[src/rtl/swfreq_pkg.sv]
package swfreq_pkg;

  typedef enum logic [1:0] {
    MUL_X1  = 2'd0,
    MUL_X2  = 2'd1,
    MUL_X4  = 2'd2,
    MUL_X4B = 2'd3
  } mul_e;

  // phase in upper bits, multiplier in lower bits (matches write data [3:0])
  typedef struct packed {
    logic [1:0] phase;
    mul_e       mul;
  } chcfg_t;

endpackage

[src/rtl/swfreq_regs.sv]
module swfreq_regs
  import swfreq_pkg::*;
#(
  parameter int DIV_W   = 10,
  parameter int NCH     = 4,
  parameter int AW      = 3,
  parameter int DIV_MIN = 336,
  parameter int DIV_MAX = 981,
  parameter int DIV_RST = 512
) (
  input  logic                  clk,
  input  logic                  rst_n,
  input  logic                  wr_en,
  input  logic [AW-1:0]         wr_addr,
  input  logic [DIV_W-1:0]      wr_data,
  input  logic                  load,
  output logic [DIV_W-1:0]      act_period,
  output chcfg_t [NCH-1:0]      act_cfg
);

  localparam logic [DIV_W-1:0] LO  = DIV_W'(DIV_MIN);
  localparam logic [DIV_W-1:0] HI  = DIV_W'(DIV_MAX);
  localparam logic [DIV_W-1:0] RST = DIV_W'((DIV_RST / 16) * 16);

  logic [DIV_W-1:0] sh_div_q, sh_div_d, clamped, limited;
  chcfg_t [NCH-1:0] sh_cfg_q, sh_cfg_d;

  // clamp to range, then round down to a multiple of 16
  always_comb begin
    if (wr_data < LO)      limited = LO;
    else if (wr_data > HI) limited = HI;
    else                   limited = wr_data;
    clamped = {limited[DIV_W-1:4], 4'b0000};
  end

  always_comb begin
    sh_div_d = sh_div_q;
    sh_cfg_d = sh_cfg_q;
    if (wr_en) begin
      if (wr_addr == '0) sh_div_d = clamped;
      for (int i = 0; i < NCH; i++) begin
        if (wr_addr == AW'(i + 1)) sh_cfg_d[i] = chcfg_t'(wr_data[3:0]);
      end
    end
  end

  always_ff @(posedge clk or negedge rst_n) begin
    if (!rst_n) begin
      sh_div_q <= RST;
      sh_cfg_q <= '0;
    end else begin
      sh_div_q <= sh_div_d;
      sh_cfg_q <= sh_cfg_d;
    end
  end

  // active copy, enabled only at the base period boundary
  always_ff @(posedge clk or negedge rst_n) begin
    if (!rst_n) begin
      act_period <= RST;
      act_cfg    <= '0;
    end else if (load) begin
      act_period <= sh_div_q;
      act_cfg    <= sh_cfg_q;
    end
  end

  a_r3_active_clamped: assert property (@(posedge clk) disable iff (!rst_n)
    (act_period >= LO) && (act_period <= HI) && (act_period[3:0] == 4'd0));

  a_r7_hold_between: assert property (@(posedge clk) disable iff (!rst_n)
    !load |=> ($stable(act_period) && $stable(act_cfg)));

endmodule

[src/rtl/swfreq_base.sv]
module swfreq_base #(
  parameter int DIV_W = 10
) (
  input  logic             clk,
  input  logic             rst_n,
  input  logic [DIV_W-1:0] period,
  output logic [DIV_W-1:0] cnt,
  output logic             wrap
);

  logic [DIV_W-1:0] cnt_d;

  always_comb begin
    wrap  = (cnt == period - DIV_W'(1));
    cnt_d = wrap ? '0 : cnt + DIV_W'(1);
  end

  always_ff @(posedge clk or negedge rst_n) begin
    if (!rst_n) cnt <= '0;
    else        cnt <= cnt_d;
  end

  a_r1_cnt_in_range: assert property (@(posedge clk) disable iff (!rst_n)
    cnt < period);

  a_r1_wrap_restart: assert property (@(posedge clk) disable iff (!rst_n)
    wrap |=> (cnt == '0));

endmodule

[src/rtl/swfreq_chan.sv]
module swfreq_chan
  import swfreq_pkg::*;
#(
  parameter int DIV_W = 10
) (
  input  logic             clk,
  input  logic             rst_n,
  input  logic [DIV_W-1:0] cnt,
  input  logic [DIV_W-1:0] period,
  input  chcfg_t           cfg,
  output logic             start,
  output logic [DIV_W-1:0] pcnt
);

  logic [DIV_W-1:0] len, quarter, off, pos, rel;
  logic             start_d;

  always_comb begin
    case (cfg.mul)
      MUL_X1:  len = period;
      MUL_X2:  len = period >> 1;
      default: len = period >> 2;
    endcase
    quarter = len >> 2;
    case (cfg.phase)
      2'd0:    off = '0;
      2'd1:    off = quarter;
      2'd2:    off = quarter << 1;
      default: off = quarter + (quarter << 1);
    endcase
    // position of the base count inside this channel's period
    pos = cnt;
    for (int k = 0; k < 3; k++) begin
      if (pos >= len) pos = pos - len;
    end
    rel     = (pos >= off) ? pos - off : pos + len - off;
    start_d = (pos == off);
  end

  always_ff @(posedge clk or negedge rst_n) begin
    if (!rst_n) begin
      start <= 1'b0;
      pcnt  <= '0;
    end else begin
      start <= start_d;
      pcnt  <= rel;
    end
  end

  a_r6_start_at_zero: assert property (@(posedge clk) disable iff (!rst_n)
    start |-> (pcnt == '0));

endmodule

[src/rtl/swfreq_gen.sv]
module swfreq_gen
  import swfreq_pkg::*;
#(
  parameter int DIV_W   = 10,
  parameter int NCH     = 4,
  parameter int DIV_MIN = 336,
  parameter int DIV_MAX = 981,
  parameter int DIV_RST = 512,
  localparam int AW     = $clog2(NCH + 1)
) (
  input  logic                   clk,
  input  logic                   rst_n,
  input  logic                   wr_en,
  input  logic [AW-1:0]          wr_addr,
  input  logic [DIV_W-1:0]       wr_data,
  output logic [NCH-1:0]         ch_start,
  output logic [NCH*DIV_W-1:0]   ch_count
);

  logic             rst_m, rst_s;
  logic [DIV_W-1:0] period, cnt;
  logic             wrap;
  chcfg_t [NCH-1:0] cfg;

  // assert asynchronously, release on the clock
  always_ff @(posedge clk or negedge rst_n) begin
    if (!rst_n) begin
      rst_m <= 1'b0;
      rst_s <= 1'b0;
    end else begin
      rst_m <= 1'b1;
      rst_s <= rst_m;
    end
  end

  swfreq_regs #(
    .DIV_W(DIV_W), .NCH(NCH), .AW(AW),
    .DIV_MIN(DIV_MIN), .DIV_MAX(DIV_MAX), .DIV_RST(DIV_RST)
  ) u_regs (
    .clk(clk), .rst_n(rst_s), .wr_en(wr_en), .wr_addr(wr_addr),
    .wr_data(wr_data), .load(wrap), .act_period(period), .act_cfg(cfg)
  );

  swfreq_base #(.DIV_W(DIV_W)) u_base (
    .clk(clk), .rst_n(rst_s), .period(period), .cnt(cnt), .wrap(wrap)
  );

  for (genvar g = 0; g < NCH; g++) begin : g_ch
    swfreq_chan #(.DIV_W(DIV_W)) u_ch (
      .clk(clk), .rst_n(rst_s), .cnt(cnt), .period(period), .cfg(cfg[g]),
      .start(ch_start[g]), .pcnt(ch_count[g*DIV_W +: DIV_W])
    );
  end

endmodule

[config.mk]
export PLATFORM = sky130hd
export DESIGN_NAME = swfreq_gen
export DESIGN_NICKNAME = d
export VERILOG_FILES = /design/src/rtl/swfreq_pkg.sv /design/src/rtl/swfreq_regs.sv /design/src/rtl/swfreq_base.sv /design/src/rtl/swfreq_chan.sv /design/src/rtl/swfreq_gen.sv
export SDC_FILE = /design/constraint.sdc
export NUM_CORES = 1
export LEC_CHECK = 0
export ABC_CLOCK_PERIOD_IN_PS = 8700
export BUFFER_PORTS_ARGS = -buffer_cell sky130_fd_sc_hd__buf_2
export CORE_UTILIZATION = 25
export CTS_BUF_LIST = sky130_fd_sc_hd__clkbuf_8
export DETAILED_ROUTE_END_ITERATION = 12
export PLACE_DENSITY = 0.49
export SYNTH_ARGS = -nofsm -noshare
export SYNTH_HDL_FRONTEND = slang
export SYNTH_SLANG_ARGS = --single-unit
[constraint.sdc]
create_clock -name clk -period 8.7 [get_ports clk]
set_clock_uncertainty 0.2 [all_clocks]
set_input_delay 1.305 -clock clk [delete_from_list [all_inputs] [get_ports clk]]
set_output_delay 1.305 -clock clk [all_outputs]
set_load 0.05 [all_outputs]
# After elaboration in Yosys (flattened, before gate mapping)
# Cells that the tools add are included.
# W data, S select, Z words.
# op_classes
addsub	30
mul	0
n_div	0
n_lt_le_gt_ge	18
n_eq_ne	21
shifts	0
muxes	27
bitwise	0
n_reduce_logical	14
# op_table
operator	count
$sub A10 B10 Y10	20
$mux W10	19
$ge A10 B10 Y1	16
$pmux W10 S3	4
$pmux W10 S2	4
$eq A10 B10 Y1	5
$add A10 B10 Y10	4
$add A8 B9 Y10	4
$eq A2 B1 Y1 const B	8
$logic_not A2 Y1	8
$add A10 B1 Y10 const B	1
$gt A10 B10 Y1 const B	1
$lt A10 B9 Y1 const B	1
$reduce_and A2 Y1	5
$sub A10 B1 Y10 const B	1
$eq A2 B2 Y1 const B	4
$eq A3 B2 Y1 const B	2
$eq A3 B1 Y1 const B	1
$eq A3 B3 Y1 const B	1
$logic_not A3 Y1	1
# word_totals
reg_bits	100
latch_bits	0
mem_bits_rw	0
romBits	0
inputBits	16
output_inout_bits	44
elab_cells	139
mem_count	0

# Depth between registers and ports, before layout
# logic_depth
depth_word	11
mapped_depth	49
ltp_nobuf	45

# Hierarchy
# Synthesis repeated with hierarchy kept, for this count alone.
# hier_totals
cells_unflattened	2233
hier_area_um2	18207.5
# modules_own_cells
mod	instances	cells_per_inst	area_each_um2
swfreq_chan at g_ch[1].u_ch	1	495	3932.5
swfreq_chan at g_ch[3].u_ch	1	519	3890.0
swfreq_chan at g_ch[0].u_ch	1	500	3886.2
swfreq_chan at g_ch[2].u_ch	1	514	3878.7
swfreq_regs	1	118	1742.9
swfreq_base	1	84	823.3
swfreq_gen	1	3	53.8

# Worst setup path before layout
# Ideal clock, no wire load.
# synth_path
path_kind	register -> register
from	register u_regs.act_period[9]
to	register g_ch[2].u_ch.pcnt[9]
setup_time_ns	0.079
arrival_time_ns	9.590
required_time_ns	8.421
path_slack_ns	-1.169
stages_incl_launch_ff	44
path_buffers	3
cell_sequence	dfstp_2 > clkbuf_1 > nor3b_1 > inv_1 > ha_1 > o211ai_1 > or4_1 > o21ai_1 > or2_2 > mux2_1 > fa_1 > a21oi_1 > nor2_1 > nor2_1 > o21bai_1 > a21oi_1 > o21ai_0 > a21o_1 > (+8 left out) > o21bai_1 > a21oi_1 > o21ai_0 > a21oi_1 > clkbuf_1 > mux2_2 > fa_1 > inv_1 > fa_1 > a21oi_1 > nor2_1 > nor2_1 > o21bai_1 > a21oi_1 > o21ai_0 > xnor2_1 > a22oi_1 > xor2_1
# synth_between
elab_chain_len	10
# synth_rtl
item	line_no	text
start, declared	swfreq_regs.sv:17	output logic [DIV_W-1:0] act_period,
start signal, assigned	swfreq_regs.sv:63	act_period <= sh_div_q;
$pmux W10 S2 (*)	swfreq_chan.sv:19	case (cfg.mul)
$sub A10 B10 Y10 / $ge A10 B10 Y1 (equally long branches)	swfreq_chan.sv:34	if (pos >= len) pos = pos - len;
$mux W10	swfreq_chan.sv:34	
$sub A10 B10 Y10 / $ge A10 B10 Y1 (equally long branches)	swfreq_chan.sv:34	
$mux W10	swfreq_chan.sv:34	
$sub A10 B10 Y10 / $ge A10 B10 Y1 (equally long branches)	swfreq_chan.sv:34	
$mux W10	swfreq_chan.sv:34	
$add A10 B10 Y10	swfreq_chan.sv:36	rel = (pos >= off) ? pos - off : pos + len - off;
$sub A10 B10 Y10	swfreq_chan.sv:36	
$mux W10 (*)	swfreq_chan.sv:36	
via g_ch[2].u_ch.rel[9]	swfreq_chan.sv:15	logic [DIV_W-1:0] len, quarter, off, pos, rel;
end signal, assigned	swfreq_chan.sv:46	pcnt <= rel;
end, declared	swfreq_chan.sv:12	output logic [DIV_W-1:0] pcnt
# The timed path passes the listed nets; every way through them passes the cells marked *.
# A chain may end at the register's enable or synchronous reset.

# Worst setup path after layout
# layout_path
from	register u_base.cnt[2]
to	register g_ch[3].u_ch.pcnt[9]
# layout_between
elab_chain_len	9
# layout_rtl
item	line_no	text
start, declared	swfreq_base.sv:7	output logic [DIV_W-1:0] cnt,
start signal, assigned	swfreq_base.sv:20	else cnt <= cnt_d;
$sub A10 B10 Y10 / $ge A10 B10 Y1 (equally long branches)	swfreq_chan.sv:34	
$mux W10 (*)	swfreq_chan.sv:34	
$sub A10 B10 Y10 / $ge A10 B10 Y1 (equally long branches)	swfreq_chan.sv:34	
$mux W10 (*)	swfreq_chan.sv:34	
$sub A10 B10 Y10 / $ge A10 B10 Y1 (equally long branches)	swfreq_chan.sv:34	
$mux W10 (*)	swfreq_chan.sv:34	
$add A10 B10 Y10	swfreq_chan.sv:36	
$sub A10 B10 Y10	swfreq_chan.sv:36	
$mux W10 (*)	swfreq_chan.sv:36	
via g_ch[3].u_ch.rel[9]	swfreq_chan.sv:15	
end signal, assigned	swfreq_chan.sv:46	
end, declared	swfreq_chan.sv:12	
# Marks and branches as above.

==> impl_metrics.env <==
export IMPL_setup_viol=0
export IMPL_fill_cells=6255
export IMPL_synth_ff_type="dfrtp_1"
export IMPL_crit_path_frequent_cell="nand2_1"
export IMPL_cts_tree="done"
export IMPL_startpoint_type="register"
export IMPL_area_sequential_um2=2514
export IMPL_yosysWarnings=0
export IMPL_dpl_cell_count=2725
export IMPL_syn_area_um2=14800
export IMPL_layout_drive_gt1_share_pct=24.80
export IMPL_syn_to_final_growth_pct=21.79
export IMPL_wirelength_um=45100
export IMPL_first_pass_iters=5
export IMPL_clock_root_buffer="clkbuf_8"
export IMPL_synth_simple_gate_area_share_pct=14.16
export IMPL_die_area_um2=60180
export IMPL_grtUsageTotal_pct=14.87
export IMPL_reg2reg_to="g_ch[3].u_ch.pcnt[9]$_DFF_PN0_"
export IMPL_synthAdderAreaFrac_pct=21.34
export IMPL_synthCells=1838
export IMPL_min_period_ns=8.314
export IMPL_async_flop_share_pct=100.0
export IMPL_antenna_found_initial=1
export IMPL_grt_max_degree=55
export IMPL_cts_buffers=9
export IMPL_synth_seq_cells=100
export IMPL_drc_errors=0
export IMPL_synth_edf_count=0
export IMPL_ios=60
export IMPL_nets=2235
export IMPL_insertion_delay_ns=0.45
export IMPL_synthXorXnorAreaFrac_pct=9.587
export IMPL_tightest_slew_ns=0.8871
export IMPL_vias_per_cell=4.954
export IMPL_routabilityCongestion=0.8507
export IMPL_cts_htree_levels=3
export IMPL_min_path_type="reg2async"
export IMPL_via_count=13743
export IMPL_synth_distinct_cells=75
export IMPL_start_util_pct=25.46
export IMPL_cts_hold_buffers=0
export IMPL_crit_fanout=11
export IMPL_drtIter0Drc=798
export IMPL_final_cell_count_no_fill=2774
export IMPL_r2r_cells=39
export IMPL_synth_compound_area_share_pct=22.64
export IMPL_reg2reg_slack_ns=0.39
export IMPL_timing_rr_start="u_base.cnt[2]$_DFF_PN0_"
export IMPL_yosysSeqAreaShare_pct=16.92
export IMPL_synth_top_family_by_area="compound AO/OA/AOI/OAI gates"
export IMPL_maxSlewHeadroom_pct=40.54
export IMPL_cp_required_ns=8.83
export IMPL_antenna_left=0
export IMPL_crit_family="adder cells"
export IMPL_die_h_um=245.3
export IMPL_synth_nets=2070
export IMPL_cp_slowest_cell="fa_1"
export IMPL_dp_hpwl_um=35570
export IMPL_crit_type="reg2reg"
export IMPL_grt_pass1_wl_um=71880
export IMPL_cts_buffer_depth=2
export IMPL_avgSynthCellArea_um2=8.052
export IMPL_die_x_um=245.3
export IMPL_clock_fmax_ghz=0.1203
export IMPL_multiInputGateArea_um2=12080
export IMPL_routedWlPerCell_um=16.26
export IMPL_cts_clk_slew_worst_paths_ns=0.12
export IMPL_synth_mux_area_fraction_pct=8.995
export IMPL_maxSlewViolCount=0
export IMPL_gr_total_overflow=0
export IMPL_maxCapViolations=0
export IMPL_arrival_ns=8.45
export IMPL_fin_crit_sh_pct=95.56
export IMPL_cts_sinks=100
export IMPL_core_area_um2=58140
export IMPL_setup_tns_final_ns=0
export IMPL_hold_viol=0
export IMPL_max_stage_delay_ns=0.44
export IMPL_outcome="finished clean"
export IMPL_crit_path_end_kind="register"
export IMPL_worstPathBufferInverterCount=5
export IMPL_row_count=88
export IMPL_grt_pass1_vias=13738
export IMPL_portBuffers=59
-- per-layer routing --
metal,up-vias,share of wire (%),global-route usage (%)
met5,-,0,0
met4,0,2.4,4.596
met3,53,2.7,1.768
met2,187,48,25.52
met1,6670,46,19.28
li1,6833,-,-
-- cell families after synthesis --
logic type,Yosys count
AO/OA/AOI/OAI,533
AND/OR/NAND/NOR,456
buffers and inverters,236
adder cells (fa/ha/maj),228
flip-flops,100
multiplexers,122
other,1
XOR/XNOR,162
-- cell type report --
type,instances,area share (%)
Clock inverter,7,0.4443
Inverter,151,3.145
Multi-Input combinational cell,1502,67.02
Antenna cell,1,0.01388
Clock buffer,9,0.6872
Tap cell,765,5.310
Sequential cell,100,13.95
Timing Repair Buffer,239,9.434
-- synth_stat cells (26+ instances only) --
master	n	share of area, %
mux2i_1	34	2.3
inv_1	138	3.5
a21oi_1	125	4.2
mux2_2	85	6.5
xor2_1	37	2.2
nand2_1	179	4.5
nor2_1	119	3.0
nor2b_1	27	1.1
fa_1	44	6.0
a21o_1	29	1.5
xnor2_1	125	7.4
o21ai_0	140	4.7
clkbuf_1	54	1.4
nand4_1	26	1.1
ha_1	172	15
dfrtp_1	98	17
-- sequential cells by signal, summed over array words and instances (netlist names) --
register,flops
g_ch.u_ch.pcnt,40
g_ch.u_ch.start,4
rst_m,1
rst_s,1
u_base.cnt,10
u_regs.act_cfg,16
u_regs.act_period,6
u_regs.sh_cfg_q,16
u_regs.sh_div_q,6
-- layout by cell type (no fill, tap or decap), types with 14 or more instances in the layout --
| cell type | instances |
|---|---|
| nand2_1 | 174 |
| buf_4 | 167 |
| ha_1 | 156 |
| inv_1 | 133 |
| xnor2_1 | 122 |
| o21ai_0 | 120 |
| nor2_1 | 115 |
| a21oi_1 | 94 |
| dfrtp_1 | 93 |
| mux2_2 | 79 |
| buf_2 | 61 |
| xor2_1 | 37 |
| fa_1 | 32 |
| mux2i_1 | 29 |
| a21oi_2 | 29 |
| a21o_1 | 29 |
| nor2b_1 | 26 |
| nand4_1 | 26 |
| o21ai_1 | 24 |
| o21a_1 | 23 |
| a31oi_1 | 20 |
| a21boi_0 | 19 |
| o21bai_1 | 18 |
| nand3_1 | 17 |
| a22oi_1 | 17 |
| o211ai_1 | 16 |
| o22ai_1 | 15 |
| a32oi_1 | 14 |
-- metrics by stage --
step	cell area, um^2	hold WS (ns)	util [%]	worst slack (ns)
floorplan	15030	0.1312	-	-0.006097
global placement	16970	0.1366	29.19	-0.008658
detailed placement	16970	0.1389	29.19	-0.1671
CTS	17250	0.1669	29.67	-0.002982
global route	18020	0.1958	31.00	-0.07315
finish	18020	0.1506	31.00	0.3865
-- how the worst max path moves through the flow --
stage / from / end / slack [ns] / depth (start not counted)
after CTS: u_regs.act_period[4]$_DFFE_PN0N_ / g_ch[0].u_ch.pcnt[9]$_DFF_PN0_ / -0.003 / 45
after global placement: u_regs.act_period[4]$_DFFE_PN0N_ / g_ch[0].u_ch.pcnt[9]$_DFF_PN0_ / -0.009 / 45
after detailed placement: u_regs.act_period[4]$_DFFE_PN0N_ / g_ch[0].u_ch.pcnt[9]$_DFF_PN0_ / -0.17 / 45
after floorplan: u_regs.act_period[9]$_DFFE_PN1N_ / g_ch[2].u_ch.pcnt[9]$_DFF_PN0_ / -0.006 / 44
after global routing: u_regs.act_cfg[5]$_DFFE_PN0N_ / g_ch[1].u_ch.pcnt[9]$_DFF_PN0_ / -0.07 / 44
final: u_base.cnt[2]$_DFF_PN0_ / g_ch[3].u_ch.pcnt[9]$_DFF_PN0_ / 0.39 / 39
-- what timing repair did --
item                                    CTS  global route
pin swaps                                12            67
buffers inserted                          3            27
gates resized for setup                  11           137
gates cloned                              0             2
endpoints found under the setup margin    5            32
-- worst register-to-register path, delay by kind of cell, from the launching register on --
kind	cells	cell delay [ns]
AOI/OAI and AO/OA	12	2.05
adders and majority gates	9	2.55
xor gates and xnor gates	2	0.31
muxes	2	0.77
buffers and inverters	5	0.69
DFF	1	0.40
and+or+nand+nor	9	1.24
Power is left out: the tool's default activity adds up to more than one toggle a clock period on the data nets, which glitch-free logic cannot reach.
